`src/rtl/irq_frame_pkg.sv`:
```
package irq_frame_pkg;

   typedef enum logic [1:0] {
      SQ_IDLE = 2'd0,
      SQ_PUSH = 2'd1,
      SQ_POP  = 2'd2,
      SQ_DONE = 2'd3
   } sq_state_e;

   localparam int FRAME_MAX  = 4;
   localparam int FRAME_NRW  = 2;
   localparam int SLOT_W     = $clog2(FRAME_MAX);

endpackage

```
`src/rtl/irq_frame_pack.sv`:
```
module irq_frame_pack
   import irq_frame_pkg::*;
#(
   parameter int PC_W   = 24,
   parameter int BYTE_W = 8
) (
   input  logic                                  wide,
   input  logic [PC_W-1:0]                       pc,
   input  logic [BYTE_W-1:0]                     stat,
   output logic [FRAME_MAX-1:0][BYTE_W-1:0]      frm,
   output logic [SLOT_W-1:0]                     last_slot
);

   logic [BYTE_W-1:0] pc_lo, pc_mid, pc_hi;

   assign pc_lo  = pc[BYTE_W-1:0];
   assign pc_mid = pc[2*BYTE_W-1:BYTE_W];
   assign pc_hi  = pc[3*BYTE_W-1:2*BYTE_W];

   // slot k holds the k-th byte to be pushed
   always_comb begin
      frm = '0;
      if (wide) begin
         frm[0]    = stat;
         frm[1]    = pc_hi;
         frm[2]    = pc_lo;
         frm[3]    = pc_mid;
         last_slot = SLOT_W'(FRAME_MAX - 1);
      end else begin
         frm[0]    = pc_lo;
         frm[1]    = pc_mid;
         last_slot = SLOT_W'(FRAME_NRW - 1);
      end
   end

endmodule

```
`src/rtl/irq_frame_unpack.sv`:
```
module irq_frame_unpack
   import irq_frame_pkg::*;
#(
   parameter int PC_W   = 24,
   parameter int BYTE_W = 8
) (
   input  logic                                  wide,
   input  logic [FRAME_MAX-1:0][BYTE_W-1:0]      frm,
   output logic [PC_W-1:0]                       pc,
   output logic [BYTE_W-1:0]                     stat
);

   // slots mirror the push order, so the same layout as the packer applies
   always_comb begin
      if (wide) begin
         pc   = {frm[1], frm[3], frm[2]};
         stat = frm[0];
      end else begin
         pc   = {{BYTE_W{1'b1}}, frm[1], frm[0]};
         stat = '0;
      end
   end

endmodule

```
`src/rtl/irq_svc_track.sv`:
```
module irq_svc_track #(
   parameter int LVL_N = 4,
   parameter int LVL_W = $clog2(LVL_N)
) (
   input  logic             clk,
   input  logic             rst_n,
   input  logic             set_en,
   input  logic [LVL_W-1:0] set_lvl,
   input  logic             clr_en,
   output logic [LVL_N-1:0] in_svc,
   output logic             any_act,
   output logic [LVL_W-1:0] top_lvl
);

   always_comb begin
      top_lvl = '0;
      for (int i = 0; i < LVL_N; i++) begin
         if (in_svc[i]) top_lvl = LVL_W'(i);
      end
   end

   assign any_act = |in_svc;

   for (genvar g = 0; g < LVL_N; g++) begin : g_lvl
      logic bit_q;
      always_ff @(posedge clk) begin
         if (!rst_n)
            bit_q <= 1'b0;
         else if (set_en && set_lvl == LVL_W'(g))
            bit_q <= 1'b1;
         else if (clr_en && top_lvl == LVL_W'(g))
            bit_q <= 1'b0;
      end
      assign in_svc[g] = bit_q;
   end

endmodule

```
`src/rtl/irq_frame_seq.sv`:
```
module irq_frame_seq
   import irq_frame_pkg::*;
#(
   parameter int PC_W   = 24,
   parameter int BYTE_W = 8,
   parameter int LVL_N  = 4
) (
   input  logic                       clk,
   input  logic                       rst_n,
   input  logic                       mode_wide,
   input  logic                       irq_req,
   input  logic [$clog2(LVL_N)-1:0]   irq_lvl,
   input  logic                       trap_req,
   input  logic                       reti_req,
   input  logic [PC_W-1:0]            cur_pc,
   input  logic [BYTE_W-1:0]          cur_stat,
   input  logic [PC_W-1:0]            vec_addr,
   output logic                       push_vld,
   output logic [BYTE_W-1:0]          push_data,
   output logic                       pop_req,
   input  logic [BYTE_W-1:0]          pop_data,
   output logic                       pc_load,
   output logic [PC_W-1:0]            pc_new,
   output logic                       stat_load,
   output logic [BYTE_W-1:0]          stat_new,
   output logic                       clr_pend,
   output logic                       busy,
   output logic [LVL_N-1:0]           in_svc
);

   localparam int LVL_W    = $clog2(LVL_N);
   localparam int TRAP_LVL = LVL_N - 1;

   if (PC_W != 3 * BYTE_W) begin : g_bad_pc
      $error("irq_frame_seq: PC_W must equal three bytes");
   end
   if (LVL_N < 2) begin : g_bad_lvl
      $error("irq_frame_seq: LVL_N must be at least 2");
   end

   sq_state_e                          st_q;
   logic [SLOT_W-1:0]                  idx_q, last_q;
   logic [FRAME_MAX-1:0][BYTE_W-1:0]   frm_q;
   logic [PC_W-1:0]                    vec_q;
   logic                               ret_q, wide_q;

   logic [FRAME_MAX-1:0][BYTE_W-1:0]   pk_frm;
   logic [SLOT_W-1:0]                  pk_last;
   logic [PC_W-1:0]                    up_pc;
   logic [BYTE_W-1:0]                  up_stat;

   logic                               any_act;
   logic [LVL_W-1:0]                   top_lvl;
   logic                               idle, lvl_ok;
   logic                               take_trap, take_irq, take_ret, take_ent;
   logic [LVL_W-1:0]                   ent_lvl;
   logic                               svc_clr;

   irq_frame_pack #(.PC_W(PC_W), .BYTE_W(BYTE_W)) u_pack (
      .wide      (mode_wide),
      .pc        (cur_pc),
      .stat      (cur_stat),
      .frm       (pk_frm),
      .last_slot (pk_last)
   );

   irq_frame_unpack #(.PC_W(PC_W), .BYTE_W(BYTE_W)) u_unpack (
      .wide (wide_q),
      .frm  (frm_q),
      .pc   (up_pc),
      .stat (up_stat)
   );

   irq_svc_track #(.LVL_N(LVL_N), .LVL_W(LVL_W)) u_svc (
      .clk     (clk),
      .rst_n   (rst_n),
      .set_en  (take_ent),
      .set_lvl (ent_lvl),
      .clr_en  (svc_clr),
      .in_svc  (in_svc),
      .any_act (any_act),
      .top_lvl (top_lvl)
   );

   // acceptance: trap first, then an eligible hardware request, then return
   assign idle      = (st_q == SQ_IDLE);
   assign lvl_ok    = !any_act || (irq_lvl > top_lvl);
   assign take_trap = idle && trap_req;
   assign take_irq  = idle && !trap_req && irq_req && lvl_ok;
   assign take_ret  = idle && !trap_req && !take_irq && reti_req;
   assign take_ent  = take_trap || take_irq;
   assign ent_lvl   = take_trap ? LVL_W'(TRAP_LVL) : irq_lvl;
   assign svc_clr   = (st_q == SQ_DONE) && ret_q;

   always_ff @(posedge clk) begin
      if (!rst_n) begin
         st_q   <= SQ_IDLE;
         idx_q  <= '0;
         last_q <= '0;
         frm_q  <= '0;
         vec_q  <= '0;
         ret_q  <= 1'b0;
         wide_q <= 1'b0;
      end else begin
         unique case (st_q)
            SQ_IDLE: begin
               idx_q <= '0;
               if (take_ent) begin
                  frm_q  <= pk_frm;
                  last_q <= pk_last;
                  vec_q  <= vec_addr;
                  ret_q  <= 1'b0;
                  wide_q <= mode_wide;
                  st_q   <= SQ_PUSH;
               end else if (take_ret) begin
                  last_q <= mode_wide ? SLOT_W'(FRAME_MAX - 1) : SLOT_W'(FRAME_NRW - 1);
                  ret_q  <= 1'b1;
                  wide_q <= mode_wide;
                  st_q   <= SQ_POP;
               end
            end
            SQ_PUSH: begin
               idx_q <= idx_q + 1'b1;
               if (idx_q == last_q) st_q <= SQ_DONE;
            end
            SQ_POP: begin
               frm_q[last_q - idx_q] <= pop_data;
               idx_q <= idx_q + 1'b1;
               if (idx_q == last_q) st_q <= SQ_DONE;
            end
            SQ_DONE: begin
               st_q <= SQ_IDLE;
            end
            default: st_q <= SQ_IDLE;
         endcase
      end
   end

   assign busy      = !idle;
   assign push_vld  = (st_q == SQ_PUSH);
   assign push_data = frm_q[idx_q];
   assign pop_req   = (st_q == SQ_POP);
   assign pc_load   = (st_q == SQ_DONE);
   assign pc_new    = ret_q ? up_pc : vec_q;
   assign stat_load = svc_clr && wide_q;
   assign clr_pend  = svc_clr && wide_q;
   assign stat_new  = up_stat;

endmodule

```
`config.mk`:
```
export PLATFORM = sky130hd
export DESIGN_NAME = irq_frame_seq
export DESIGN_NICKNAME = d
export VERILOG_FILES = /design/src/rtl/irq_frame_pkg.sv /design/src/rtl/irq_frame_pack.sv /design/src/rtl/irq_frame_unpack.sv /design/src/rtl/irq_svc_track.sv /design/src/rtl/irq_frame_seq.sv
export SDC_FILE = /design/constraint.sdc
export NUM_CORES = 1
export LEC_CHECK = 0
export ABC_AREA = 1
export BUFFER_PORTS_ARGS = -buffer_cell sky130_fd_sc_hd__buf_2
export CORE_ASPECT_RATIO = 0.6
export CORE_UTILIZATION = 44
export DETAILED_ROUTE_END_ITERATION = 8
export GPL_TIMING_DRIVEN = 0
export PLACE_DENSITY = 0.75
export SLEW_MARGIN = 20
export SYNTH_ARGS = -nofsm -noshare
export SYNTH_HDL_FRONTEND = slang
export SYNTH_SLANG_ARGS = --single-unit
```
`constraint.sdc`:
```
create_clock -name clk -period 1.88 [get_ports clk]
set_input_delay 0.376 -clock clk [delete_from_list [all_inputs] [get_ports clk]]
set_output_delay 0.376 -clock clk [all_outputs]
set_load 0.05 [all_outputs]
```
==> results.py <==
metrics = {
    "sta": {
        "timing_max_transition_violations_final": 0,
        "max_freq_mhz": 527.4,
        "report.final.hold_viol_count": 0,
        "grt_setup_unrepaired": "true",
        "finalHoldWorstSlack_ps": 261.7,
        "worst_slew_pin_slew_ps": 514.1,
        "finalSetupViolCount": 2,
        "max_slew_margin_pct": 65.73,
        "final_min_period_over_clock_period_pct": 100.9,
        "fin_crit_ps": 1896,
        "finalWorstSetupSlack_ps": -16.07,
        "timing.clock.skew_ps": 7.237,
    },
    "synthesis": {
        "yosysTopAreaCell": "sky130_fd_sc_hd__dfxtp_1",
        "synth.yosys.warnings": 0,
        "count_of_mapped_cells_out_of_synthesis": 697,
        "syn_nets": 778,
        "mappedNetlistArea_sq_mm": 0.004225,
        "ys.flop_type": "sky130_fd_sc_hd__dfxtp_1",
        "seq_area_frac_synth_pct": 31.74,
        "syn_avg_cell_area_sq_um": 6.062,
        "synth.lib_cells_used.distinct": 29,
        "synth_edf_count": 0,
        "synth_top_cells_by_area": "sky130_fd_sc_hd__dfxtp_1 (32%), sky130_fd_sc_hd__nor2_1 (16%), sky130_fd_sc_hd__o21ai_0 (14%)",
        "post_synthesis_async_set_or_reset_flop_share_pct": 0,
        "ys_seq_elements": 67,
        "area_fraction_of_the_dominant_cell_type_after_synthesis_pct": 31.74,
    },
    "cts": {
        "h-tree-depth": 3,
        "clock_path_buffers": 2,
        "postCtsHoldBufs": 0,
        "cts_made_buffers": 9,
        "cts_root_buffer": "sky130_fd_sc_hd__clkbuf_16",
        "clock_insertion_delay_at_the_later_pin_of_the_skew_report_ps": 340,
        "clk_transition_reported_paths_ps": 50,
        "tritoncts": "done",
        "cts.sinks": 67,
    },
    "detailed_routing": {
        "drc": 0,
        "dr.first_iter.drc_count": 453,
        "vias_per_cell": 5.354,
        "wl_um": 15150,
        "route.antenna.remaining_nets": 0,
        "vias_after_detailed_routing": 5209,
        "detail_route.wl_per_cell_um": 15.57,
        "number_of_iterations_in_the_first_detailed_routing_pass": 6,
    },
    "cells_and_area": {
        "design.final.nets": 919,
        "area_delta_synth_final_pct": 42.61,
        "finish.instance_area_sq_mm": 0.006026,
        "insertedDiodeCount": 0,
        "filler_cell_count": 813,
        "ratio_of_cells_with_drive_above_1_in_the_final_layout_pct": 33.10,
    },
    "floorplan": {
        "rows": 27,
        "initial_utilization_pct": 45.65,
        "floorplan.die_area_sq_mm": 0.01001,
        "die_h_um": 77.91,
        "die-width_um": 128.5,
        "io_pins": 122,
        "fp.coreArea_sq_mm": 0.009256,
    },
    "pwr": {
        "power.density_mw_per_mm2": 1919,
        "p_leak_nw": 2.956,
        "irDropWorstVdd_mv": 0.9819,
        "finalPower_w": 0.01156,
    },
    "status": {
        "violations": "negative setup slack",
        "run_status": "complete, but fails checks",
    },
    "global_route": {
        "grt_use_met3_pct": 7.931,
        "largest_net_degree_at_the_start_of_global_routing": 19,
        "total_routing_usage_gr_pct": 29.89,
        "grt_util_met1_pct": 41.18,
        "grt_use_met2_pct": 46.27,
        "overflow": 0,
        "first_pass_grt_wire_length_um": 22850,
        "antenna_found_initial": 0,
        "globalRoute.busiestLayer": "met2",
        "vias_in_the_first_global_route": 4647,
    },
    "run": {
        "maxCapViolCount": 0,
    },
    "setup_path": {
        "crit_chain": "buf_8 > inv_8 > buf_12 > o21ai_4 > a21oi_2 > a21oi_4 > buf_6",
        "startpoint_type": "flip-flop",
        "crit_path_top_delay_cell": "sky130_fd_sc_hd__dfxtp_2",
        "r2r_cells": 12,
        "timing.critical_path.required_ps": 1500,
        "r2r-start": "u_svc.g_lvl[3].bit_q",
        "worst-path-max-fanout": 10,
        "cp_slowest_stage_delay_ps": 340,
        "crit_type": "flip-flop to primary output",
        "worstReg2RegEnd": "frm_q[21]",
        "reg2reg_setup_slack_ps": 40,
        "crit_path_end_kind": "primary output",
        "crit_arrival_ps": 1520,
    },
    "worst_hold_path": {
        "worst_hold_path.endpoint": "vec_q[16]",
        "timing.hold.worst.class": "input pin to flip-flop",
        "worst_hold_path.num_cells": 3,
        "worst_hold_startpoint": "vec_addr[16]",
    },
    "placement": {
        "port-buffer-count": 119,
        "place_area_sq_mm": 0.005102,
        "dpl.hpwl_um": 11410,
        "place.gp.congestion": 0.9635,
    },
}
layout by cell type (no fill, tap or decap), drive strengths merged, types with 2 or more instances in the layout:
| cell | instances |
|---|---|
| buf | 158 |
| o21ai | 118 |
| clkbuf | 23 |
| a21oi | 38 |
| clkinvlp | 2 |
| nor3b | 2 |
| nor2 | 182 |
| nand4 | 2 |
| nand2 | 164 |
| ha | 9 |
| dfxtp | 67 |
| nor3 | 2 |
| inv | 62 |
| bufinv | 2 |
| nand3 | 9 |
worst max-delay path: cells and delay by family (launching register included):
family	cells	cell delay, ps
flip-flops	1	340
buffers and inverters	4	520
AO/OA/AOI/OAI	3	320
state kept, by name, summed over array words and instances (netlist names):
| register | cells |
|---|---|
| frm_q | 32 |
| idx_q | 2 |
| last_q | 2 |
| ret_q | 1 |
| st_q | 2 |
| u_svc.g_lvl.bit_q | 4 |
| vec_q | 24 |
Yosys cell counts, types with 2 or more instances:
cell type                  count
sky130_fd_sc_hd__a21oi_1      37
sky130_fd_sc_hd__buf_4         6
sky130_fd_sc_hd__o21ai_1       2
sky130_fd_sc_hd__nand2_4       4
sky130_fd_sc_hd__buf_6         5
sky130_fd_sc_hd__nand2_2      19
sky130_fd_sc_hd__inv_2         3
sky130_fd_sc_hd__nand2_1     141
sky130_fd_sc_hd__nor2_1      180
sky130_fd_sc_hd__nor2_2        2
sky130_fd_sc_hd__buf_2        11
sky130_fd_sc_hd__nand4_1       2
sky130_fd_sc_hd__nand3_1       4
sky130_fd_sc_hd__nand3_2       4
sky130_fd_sc_hd__nor3_1        2
sky130_fd_sc_hd__inv_1        58
sky130_fd_sc_hd__clkbuf_1     16
sky130_fd_sc_hd__dfxtp_1      67
sky130_fd_sc_hd__ha_1          9
sky130_fd_sc_hd__o21ai_0     116
worst max path at each step:
stage                               to  cells after the start                  from
after floorplan              stat_load                      4               st_q[0]
final                     push_data[7]                      7              idx_q[0]
after global routing         frm_q[21]                     15  u_svc.g_lvl[1].bit_q
after CTS                 push_data[7]                      7              idx_q[0]
after global placement    push_data[7]                      7              idx_q[0]
after detailed placement  push_data[7]                      7              idx_q[0]
cell families (layout without fill, tap and decap cells):
group,count (synthesis),count (layout),share of synthesized area (%)
and+or+nand+nor,361,361,35.68
buffers and inverters,102,248,10.99
DFF,67,67,31.74
AOI/OAI and AO/OA,158,158,18.92
adders and majority gates,9,9,2.665
area by class of cell:
type                            count  area (sq um)  share of cell area [%]
Buffer                             36         301.5                   5.004
Clock buffer                       12         256.5                   4.257
Clock inverter                      4         72.57                   1.204
Inverter                           63         257.7                   4.277
Multi-Input combinational cell    528          2709                   44.95
Sequential cell                    67          1360                   22.57
Tap cell                          130         162.7                   2.699
Timing Repair Buffer              133         905.9                   15.03
repair_timing:
item / 4_1_cts / 5_1_grt
endpoints found under the hold margin: 0 / 0
pin swaps: 6 / 19
gates resized for setup: 83 / 98
cloned: 0 / 2
buffers inserted: 7 / 5
setup endpoints to repair: 93 / 88
report_power, final:
| part | switching, W | internal, W |
|---|---|---|
| logic | 0.00476 | 0.00248 |
| registers | 0.000500 | 0.00197 |
| clock network | 0.000620 | 0.00123 |
stage by stage:
stage          cells  setup WS, ps  utilization [%]  TNS [ps]
6_report         973        -16.07            65.10    -22.02
5_1_grt          973        -84.94            65.10     -1913
4_1_cts          967        -68.82            61.68    -68.82
3_5_place_dp     946        -267.1            55.12     -6358
3_3_place_gp     946        -235.3            55.12     -4539
2_1_floorplan    697        -147.3                -    -147.3
layer usage:
layer  routed length, um  vias to the layer above
met1                6626                     2401
met3                1627                       32
met2                6680                      296
li1                    -                     2480
met4                 211                        0
met5                   0                        -
(Power assumes the default switching activity.)
